--- config.mk ---
export PLATFORM = sky130hd
export DESIGN_NAME = region_bus_decoder
export DESIGN_NICKNAME = d
export VERILOG_FILES = /design/src/rtl/rbd_pkg.sv /design/src/rtl/rbd_ctrl.sv /design/src/rtl/rbd_dpath.sv /design/src/rtl/region_bus_decoder.sv
export SDC_FILE = /design/constraint.sdc
export NUM_CORES = 1
export LEC_CHECK = 0
export CAP_MARGIN = 10
export CORE_AREA = 3 3 155 157
export CTS_CLUSTER_SIZE = 24
export DETAILED_ROUTE_END_ITERATION = 8
export DIE_AREA = 0 0 158 160
export DONT_BUFFER_PORTS = 1
export GPL_TIMING_DRIVEN = 0
export PLACE_DENSITY = 0.55
export SLEW_MARGIN = 15
export SYNTH_ARGS = -nofsm -noshare
export SYNTH_HDL_FRONTEND = slang
export SYNTH_HIERARCHICAL = 1
export SYNTH_SLANG_ARGS = --single-unit
export TNS_END_PERCENT = 100
--- constraint.sdc ---
create_clock -name clk -period 6.64 [get_ports clk]
set_input_delay 0.332 -clock clk [delete_from_list [all_inputs] [get_ports clk]]
set_output_delay 0.332 -clock clk [all_outputs]
set_load 0.1 [all_outputs]
--- src/rtl/rbd_pkg.sv ---
package rbd_pkg;
  localparam int DATA_W     = 32;
  localparam int DATA_BYTES = DATA_W / 8;
  localparam int SIZE_W     = 2;

  typedef enum logic [1:0] {
    ST_IDLE   = 2'd0,
    ST_STROBE = 2'd1,
    ST_DRAM   = 2'd2,
    ST_DONE   = 2'd3
  } rbdState_t;

  // control -> datapath
  typedef struct packed {
    logic load;
    logic busActive;
    logic dramActive;
    logic capture;
    logic nextBeat;
    logic dramCapture;
  } rbdStrobes_t;

  // datapath -> control
  typedef struct packed {
    logic lastBeat;
    logic newIsDram;
  } rbdStatus_t;
endpackage

--- src/rtl/rbd_ctrl.sv ---
module rbd_ctrl
  import rbd_pkg::*;
#(
  parameter int WAIT_W = 4
) (
  input  logic              clk,
  input  logic              rstN,
  input  logic              reqValid,
  input  logic              dramAck,
  input  rbdStatus_t        status,
  input  logic [WAIT_W-1:0] waitVal,
  output rbdStrobes_t       strb,
  output logic              respReady
);
  rbdState_t         state, stateNext;
  logic [WAIT_W-1:0] waitCnt;

  always_comb begin
    strb             = '0;
    strb.load        = (state == ST_IDLE) && reqValid;
    strb.busActive   = (state == ST_STROBE);
    strb.dramActive  = (state == ST_DRAM);
    strb.capture     = (state == ST_STROBE) && (waitCnt == waitVal);
    strb.nextBeat    = strb.capture && !status.lastBeat;
    strb.dramCapture = (state == ST_DRAM) && dramAck;
  end

  always_comb begin
    stateNext = state;
    unique case (state)
      ST_IDLE:   if (reqValid) stateNext = status.newIsDram ? ST_DRAM : ST_STROBE;
      ST_STROBE: if (strb.capture && status.lastBeat) stateNext = ST_DONE;
      ST_DRAM:   if (dramAck) stateNext = ST_DONE;
      ST_DONE:   stateNext = ST_IDLE;
      default:   stateNext = ST_IDLE;
    endcase
  end

  always_ff @(posedge clk or negedge rstN) begin
    if (!rstN) begin
      state   <= ST_IDLE;
      waitCnt <= '0;
    end else begin
      state <= stateNext;
      if (state != ST_STROBE || strb.capture) waitCnt <= '0;
      else                                    waitCnt <= waitCnt + 1'b1;
    end
  end

  assign respReady = (state == ST_DONE);
endmodule

--- src/rtl/rbd_dpath.sv ---
module rbd_dpath
  import rbd_pkg::*;
#(
  parameter int ADDR_W      = 32,
  parameter int REGION_BITS = 2,
  parameter int WAIT_W      = 4,
  parameter int IO_SEL_LSB  = 6,
  parameter int IO_SEL_BITS = 4,
  parameter int DRAM_REGION = 0
) (
  input  logic                                  clk,
  input  logic                                  rstN,
  input  rbdStrobes_t                           strb,
  input  logic                                  reqWrite,
  input  logic                                  reqIo,
  input  logic [SIZE_W-1:0]                     reqSize,
  input  logic [ADDR_W-1:0]                     reqAddr,
  input  logic [DATA_W-1:0]                     reqWdata,
  input  logic [(2<<REGION_BITS)-1:0]           regionWidth,
  input  logic [(WAIT_W<<REGION_BITS)-1:0]      regionWait,
  input  logic [(WAIT_W<<IO_SEL_BITS)-1:0]      ioWait,
  input  logic [DATA_W-1:0]                     busRdata,
  input  logic [DATA_W-1:0]                     dramRdata,
  output rbdStatus_t                            status,
  output logic [WAIT_W-1:0]                     waitVal,
  output logic [(1<<REGION_BITS)-1:0]           memCs,
  output logic                                  ioCs,
  output logic [ADDR_W-1:0]                     busAddr,
  output logic                                  busRd,
  output logic                                  busWr,
  output logic [DATA_W-1:0]                     busWdata,
  output logic                                  dramWrite,
  output logic [SIZE_W-1:0]                     dramSize,
  output logic [ADDR_W-1:0]                     dramAddr,
  output logic [DATA_W-1:0]                     dramWdata,
  output logic [DATA_W-1:0]                     respRdata
);
  localparam int NUM_REGIONS = 1 << REGION_BITS;

  logic [ADDR_W-1:0]      addrQ;
  logic [DATA_W-1:0]      wdataQ, rdataQ;
  logic                   writeQ, ioQ;
  logic [SIZE_W-1:0]      sizeQ;
  logic [1:0]             beatIdx;

  logic [REGION_BITS-1:0] region;
  logic [IO_SEL_BITS-1:0] ioDev;
  logic [1:0]             widthCode, pbLog, sizeLog, beatsLog;
  logic [2:0]             portBytes, accessBytes, beatOffset;
  logic [1:0]             lastIdx;

  assign region   = addrQ[ADDR_W-1 -: REGION_BITS];
  assign ioDev    = addrQ[IO_SEL_LSB +: IO_SEL_BITS];
  assign widthCode = regionWidth[region*2 +: 2];
  assign waitVal  = ioQ ? ioWait[ioDev*WAIT_W +: WAIT_W]
                        : regionWait[region*WAIT_W +: WAIT_W];

  always_comb begin
    if (ioQ || widthCode[1]) pbLog = 2'd2;
    else                     pbLog = widthCode;
    sizeLog     = (sizeQ[1]) ? 2'd2 : sizeQ;
    beatsLog    = (sizeLog > pbLog) ? (sizeLog - pbLog) : 2'd0;
    portBytes   = 3'd1 << pbLog;
    accessBytes = 3'd1 << sizeLog;
    lastIdx     = 2'((3'd1 << beatsLog) - 3'd1);
    beatOffset  = 3'({1'b0, beatIdx} << pbLog);
  end

  assign status.lastBeat  = (beatIdx == lastIdx);
  assign status.newIsDram = !reqIo &&
    (reqAddr[ADDR_W-1 -: REGION_BITS] == REGION_BITS'(DRAM_REGION));

  // request holding registers and beat sequencing
  always_ff @(posedge clk or negedge rstN) begin
    if (!rstN) begin
      addrQ   <= '0;
      wdataQ  <= '0;
      writeQ  <= 1'b0;
      ioQ     <= 1'b0;
      sizeQ   <= '0;
      beatIdx <= '0;
    end else if (strb.load) begin
      addrQ   <= reqAddr;
      wdataQ  <= reqWdata;
      writeQ  <= reqWrite;
      ioQ     <= reqIo;
      sizeQ   <= reqSize;
      beatIdx <= '0;
    end else if (strb.nextBeat) begin
      beatIdx <= beatIdx + 2'd1;
    end
  end

  // read assembly: byte i comes from beat i/portBytes, lane i%portBytes
  always_ff @(posedge clk or negedge rstN) begin
    if (!rstN) begin
      rdataQ <= '0;
    end else if (strb.load) begin
      rdataQ <= '0;
    end else if (strb.capture && !writeQ) begin
      for (int i = 0; i < DATA_BYTES; i++) begin
        if ((i >> pbLog) == int'(beatIdx) && i < int'(accessBytes))
          rdataQ[8*i +: 8] <= busRdata[8*(i & (int'(portBytes) - 1)) +: 8];
      end
    end else if (strb.dramCapture) begin
      rdataQ <= dramRdata;
    end
  end

  for (genvar r = 0; r < NUM_REGIONS; r++) begin : gCs
    if (r == DRAM_REGION) begin : gDram
      assign memCs[r] = 1'b0;
    end else begin : gStatic
      assign memCs[r] = strb.busActive && !ioQ && (region == REGION_BITS'(r));
    end
  end

  assign ioCs      = strb.busActive && ioQ;
  assign busRd     = strb.busActive && !writeQ;
  assign busWr     = strb.busActive && writeQ;
  assign busAddr   = addrQ + ADDR_W'(beatOffset);
  assign busWdata  = wdataQ >> {beatOffset, 3'b000};
  assign dramWrite = writeQ;
  assign dramSize  = sizeQ;
  assign dramAddr  = addrQ;
  assign dramWdata = wdataQ;
  assign respRdata = rdataQ;
endmodule

--- src/rtl/region_bus_decoder.sv ---
module region_bus_decoder
  import rbd_pkg::*;
#(
  parameter int ADDR_W      = 32,
  parameter int REGION_BITS = 2,
  parameter int WAIT_W      = 4,
  parameter int IO_SEL_LSB  = 6,
  parameter int IO_SEL_BITS = 4,
  parameter int DRAM_REGION = 0
) (
  input  logic                              clk,
  input  logic                              rstN,
  input  logic                              reqValid,
  input  logic                              reqWrite,
  input  logic                              reqIo,
  input  logic [1:0]                        reqSize,
  input  logic [ADDR_W-1:0]                 reqAddr,
  input  logic [31:0]                       reqWdata,
  output logic                              respReady,
  output logic [31:0]                       respRdata,
  input  logic [(2<<REGION_BITS)-1:0]       regionWidth,
  input  logic [(WAIT_W<<REGION_BITS)-1:0]  regionWait,
  input  logic [(WAIT_W<<IO_SEL_BITS)-1:0]  ioWait,
  output logic [(1<<REGION_BITS)-1:0]       memCs,
  output logic                              ioCs,
  output logic [ADDR_W-1:0]                 busAddr,
  output logic                              busRd,
  output logic                              busWr,
  output logic [31:0]                       busWdata,
  input  logic [31:0]                       busRdata,
  output logic                              dramReq,
  output logic                              dramWrite,
  output logic [1:0]                        dramSize,
  output logic [ADDR_W-1:0]                 dramAddr,
  output logic [31:0]                       dramWdata,
  input  logic                              dramAck,
  input  logic [31:0]                       dramRdata
);
  rbdStrobes_t       strb;
  rbdStatus_t        status;
  logic [WAIT_W-1:0] waitVal;

  rbd_ctrl #(.WAIT_W(WAIT_W)) uCtrl (
    .clk(clk), .rstN(rstN), .reqValid(reqValid), .dramAck(dramAck),
    .status(status), .waitVal(waitVal), .strb(strb), .respReady(respReady)
  );

  rbd_dpath #(
    .ADDR_W(ADDR_W), .REGION_BITS(REGION_BITS), .WAIT_W(WAIT_W),
    .IO_SEL_LSB(IO_SEL_LSB), .IO_SEL_BITS(IO_SEL_BITS), .DRAM_REGION(DRAM_REGION)
  ) uDpath (
    .clk(clk), .rstN(rstN), .strb(strb),
    .reqWrite(reqWrite), .reqIo(reqIo), .reqSize(reqSize),
    .reqAddr(reqAddr), .reqWdata(reqWdata),
    .regionWidth(regionWidth), .regionWait(regionWait), .ioWait(ioWait),
    .busRdata(busRdata), .dramRdata(dramRdata),
    .status(status), .waitVal(waitVal),
    .memCs(memCs), .ioCs(ioCs), .busAddr(busAddr), .busRd(busRd), .busWr(busWr),
    .busWdata(busWdata), .dramWrite(dramWrite), .dramSize(dramSize),
    .dramAddr(dramAddr), .dramWdata(dramWdata), .respRdata(respRdata)
  );

  assign dramReq = strb.dramActive;
endmodule

# After elaboration in Yosys (flattened, before gate mapping)
# Index checks and enable logic that the tools add are counted.
# word_totals
out_inout_bits	172
reg_bits	108
word_cells	110
# op_classes
n_reduce_logical	33
n_mux	19
n_eq_ne	20
add_sub_neg	6
shifts	15
order_cmp	5
# op_table
op	count
$eq 32x3->1	4
$mux 32	3
$shiftx 32x6->8	2
$shiftx 64x7->4	1
$shr 1x2->32 const A	2
$shr 2x2->32 const A	2
$add 32x3->32	1
$mux 8	4
$shiftx 32x5->8	1
$shr 32x6->32	1
$logic_and 1x1->1	18
$mux 2	9
$shiftx 16x5->4	1
$ne 3x3->1 const B	4
$eq 2x2->1 const B	4
$mux 4	2
$pmux 2 s4	1
$reduce_and 2->1	4
$shiftx 8x4->2	1
$lt 1x3->1 const A	2
$lt 2x3->1 const A	2
$add 4x1->4 const B	1
$eq 2x1->1 const B	2
$eq 4x4->1	1
other kinds (16)	25

# Logic depth before layout (Yosys ltp)
# depth
depth_word	12
ltp_mapped	15
mapped_depth_nobuf	13

# By module
# The synthesis kept the hierarchy.
# modules_own_cells
module	area_each_um2	cells_per_inst	instances
rbd_dpath	6693.9	629	1
rbd_ctrl	419.2	40	1

# Worst setup path before layout
# Ideal clock, no wire load.
# synth_timing
path_type	reg2out
start	register uDpath.addrQ[30], in the netlist uDpath/dramAddr[30]
end	output port busAddr[15]
setup_slack_ps	1191
path_buffers	4
stages_incl_launch_ff	15
arrival_ps	5117
path_cell_list	dfrtp_1 -> buf_6 -> mux4_2 -> buf_6 -> mux2i_1 -> or2_1 -> buf_4 -> buf_6 -> inv_1 -> ha_1 -> nand3_1 -> a21oi_1 -> and2_1 -> nand4_1 -> xnor2_1
# synth_via
elab_chain_len	5
# synth_rtl
element	line	text
start, declared	rbd_dpath.sv:40	logic [ADDR_W-1:0] addrQ;
start signal, assigned	rbd_dpath.sv:83	addrQ <= reqAddr;
$shiftx 8x4->2 (*)	rbd_dpath.sv:54	assign widthCode = regionWidth[region*2 +: 2];
$logic_or 1x1->1	rbd_dpath.sv:59	if (ioQ || widthCode[1]) pbLog = 2'd2;
$mux 2 (*)	rbd_dpath.sv:59	
$shl 2x2->3 (*)	rbd_dpath.sv:66	beatOffset = 3'({1'b0, beatIdx} << pbLog);
$add 32x3->32 (*)	rbd_dpath.sv:121	assign busAddr = addrQ + ADDR_W'(beatOffset);
end, declared	region_bus_decoder.sv:26	output logic [ADDR_W-1:0] busAddr,
# Every way passes the cells marked *; elsewhere a longest branch is shown, timed or not.

# Worst setup path in the final report
# Ends and elaborated chain as after synthesis.

==> summary.txt <==
Synth
  – Top_reg_cell synth: dfrtp_1
  – EDFF count, synth: 0
  – Synth unique cells: 55
  – Post-Syn Nets: 908
  – Asr flop ratio synth: 100%
  – Post-synthesis cell area: 7110 um^2
  – YS warnings: 6
  – Mean Syn Cell Area: 10.6 um^2
  – Seq/Total Area, Yosys: 38.0%
  – Cells after Synth: 669
  – Flops & latches, synth: 108

Global route
  – Vias in the first global route: 5896
  – Initial antenna violation count: 4
  – Total GRT Usage: 20.1%
  – Largest net degree at the start of global routing: 109
  – Met2 usage: 33.3%
  – GR Util met3: 8.43%
  – First-pass GRT wire length: 38.3 mm
  – Peak-usage layer in the global routing report: met2
  – GRT met1 Usage: 24.2%
  – Grt ovf: 0

Route
  – Via count: 5730
  – WL final: 26.5 mm
  – DRT iter0 DRCs: 453
  – Avg WL per Cell: 27.2 um
  – Post-route ant nets: 0
  – Vias per cell: 5.88
  – Detailed Routing Iterations Pass 1: 5
  – DRC viols: 0

Timing
  – Measured slew at the worst slew-check pin: 1.26 ns
  – Setup TNS: 0 ns
  – Final Skew: 0.0163 ns
  – # setup viols final: 0
  – Period utilization: 95.2%
  – RSZ-0062 raised after global routing: false
  – Min Tclk post-route: 6.32 ns
  – Slew headroom: 15.9%
  – Final Hold Viols: 0
  – Slew Limit Fails: 0
  – Hold WS: 0.0861 ns
  – Fmax: 0.158 GHz

Worst setup path
  – Launching element type of the critical path: flip-flop
  – CP Max Fanout: 11
  – Crit-path slowest cell: xnor2_2
  – Worst Path Required: 6.31 ns
  – Critical path endpoint category: primary output
  – Critical path type: flip-flop to primary output
  – Critical path origin: uDpath/dramAddr[30]
  – RR Startpoint: uDpath/dramAddr[7]
  – Worst Path Arrival: 5.99 ns
  – CP max stage delay: 1.02 ns
  – Crit-path cells: buf_6 -> mux2i_1 -> a22oi_2 -> inv_1 -> buf_2 -> buf_2 -> o21ai_0 -> ha_1 -> a21oi_1 -> a21oi_1 -> and2_1 -> nand4_1 -> xnor2_2
  – R2R depth: 15

Clocking
  – Num CTS Buffers: 9
  – Htree depth: 3
  – CTS tree: built
  – Number of setup buffers added after CTS: 0
  – Skew-Pair Late Insertion Delay: 0.36 ns
  – Clock buffer depth: 2
  – CTS sink cnt: 108
  – Clk slew on worst S/H paths: 0.08 ns
  – Cell at the root of the clock tree: clkbuf_16

Floorplanning
  – Die ar.: 25300 um^2
  – Initial Utilization: 31.4%
  – Row Count: 55
  – I/O pin cnt: 396
  – Core Area: 22600 um^2
  – Die X: 158 um
  – Die Span Y: 160 um

Cells and area
  – Nets: 923
  – Fraction of layout cells with a size suffix above 1: 31.3%
  – Layout area overhead: 17.9%
  – Antenna cells: 0

Min path
  – Hold WC Path Type: input port to flip-flop
  – Hold Path Origin: reqAddr[8]
  – Hold Path Depth: 2

Place
  – GP Congestion: 0.890
  – Buffers on Ports: 0
  – Hpwl dp: 21.1 mm

Run status
  – Outcome: finished, final reports clean

Run
  – Max-Cap Viols: 0
## sequential cells by signal (all words and copies together) (netlist names)
signal            cells
uDpath/beatIdx        2
uDpath/dramWrite      1
uDpath/dramAddr      32
uDpath/respRdata     32
uDpath/dramSize       2
uDpath/ioQ            1
uCtrl/state           2
uDpath/dramWdata     32
uCtrl/waitCnt         4
## worst max-delay path: cells and delay by family, from the launching register on
kind                       cells  cell delay, ns
AOI/OAI and AO/OA              4            1.76
xor gates and xnor gates       1            1.02
DFF                            1            0.96
buffers and inverters          4            0.91
and+or+nand+nor                2            0.54
adders and majority gates      1            0.30
muxes                          1            0.13
## stage by stage
stage / cells / worst slack, ns / instance area [um^2] / utilization, %
CTS: 974 / 0.0312 / 8270 / 36.5
global placement: 954 / 0.0476 / 7470 / 33.0
floorplan: 669 / 1.19 / 7110 / -
detailed placement: 956 / 0.429 / 7920 / 35.0
finish: 974 / 0.316 / 8380 / 37.0
global route: 974 / 0.0623 / 8380 / 37.0
## synth_stat cells, types with 2 or more instances
cell | instances | area share (%)
dfrtp_1 | 108 | 38
mux2_2 | 83 | 13
nor2_1 | 50 | 2.6
nand2_1 | 49 | 2.6
mux2i_1 | 41 | 5.8
o21ai_0 | 27 | 1.9
mux4_2 | 25 | 7.9
clkbuf_1 | 24 | 1.3
nand3_1 | 21 | 1.5
xor2_1 | 19 | 2.3
inv_1 | 18 | 0.95
xnor2_1 | 18 | 2.2
o31ai_1 | 17 | 1.8
a31oi_1 | 16 | 1.4
and2_1 | 13 | 1.1
and3_1 | 13 | 1.1
ha_1 | 13 | 2.3
a21oi_1 | 12 | 0.84
buf_2 | 10 | 0.70
a221oi_1 | 9 | 1.1
nand4_1 | 8 | 0.70
o22ai_1 | 8 | 0.70
a211oi_1 | 7 | 0.74
a22o_1 | 7 | 0.86
nor2b_1 | 5 | 0.44
buf_1 | 4 | 0.21
buf_4 | 4 | 0.42
nand2b_1 | 4 | 0.35
nor3_1 | 4 | 0.28
buf_6 | 3 | 0.47
a211oi_2 | 2 | 0.35
and4_1 | 2 | 0.25
fa_1 | 2 | 0.56
or2_1 | 2 | 0.18
## cells in the final DEF (no fill, tap or decap), types with 3 or more instances in the layout
master,n
nand4_1,8
xnor2_2,9
a221oi_1,9
o22ai_2,8
nor3_1,4
xor2_1,5
clkbuf_16,9
o21ai_0,27
a31oi_1,16
mux2_2,83
dfrtp_1,106
a21oi_1,12
inv_1,18
mux2i_1,41
mux4_2,25
and2_1,13
nor2_2,11
ha_1,13
xnor2_4,7
xor2_2,11
buf_6,3
buf_16,3
nor2_1,40
xor2_4,3
a22o_1,7
nand2b_1,4
clkbuf_1,24
a211oi_4,8
nand3_1,21
nor2b_1,4
buf_4,4
o31ai_1,17
and3_1,13
buf_2,10
nand2_1,49
buf_1,4
## path summary, 6_finish.rpt
kind	slack, ns	endpoint
min in group asynchronous	0.55	uDpath/respRdata[19]
max in group asynchronous	5.54	uDpath/beatIdx[1]
worst min register to register	0.51	uCtrl/waitCnt[0]
worst max register to register	0.50	uDpath/respRdata[6]
worst max-delay path	0.32	busAddr[15]
worst min-delay path	0.09	uDpath/dramAddr[8]
## cell families after synthesis
family / after synthesis / synth area share [%]
compound gates: 118 / 11.7
xor+xnor: 37 / 4.56
fa+ha+maj: 15 / 2.85
buf+inv: 63 / 4.03
flops: 108 / 38.0
mux: 149 / 26.8
other cells: 1 / 0.0527
simple gates: 178 / 12.0
## metal layers
layer / vias up / wire [um]
met5: - / 56
met4: 8 / 556
met3: 49 / 2920
met2: 336 / 13000
met1: 2863 / 10000
li1: 2474 / -
## final cells by class
class	instances	area [um^2]
buffer	45	219
clock buffer	9	225
clock inverter	7	82.6
fill	2214	14300
inverter	18	67.6
multi-input combinational	498	4630
sequential	108	2710
tap	285	357
timing repair buffer	4	92.6
## repair_timing
action	CTS	global route
resized for setup	0	4
hold buffers	2	0
endpoints found under the setup margin	0	8
hold endpoints to repair	108	0
Power is not shown: default switching activity piles up to over one toggle a cycle in this logic, so the estimate is an artifact.
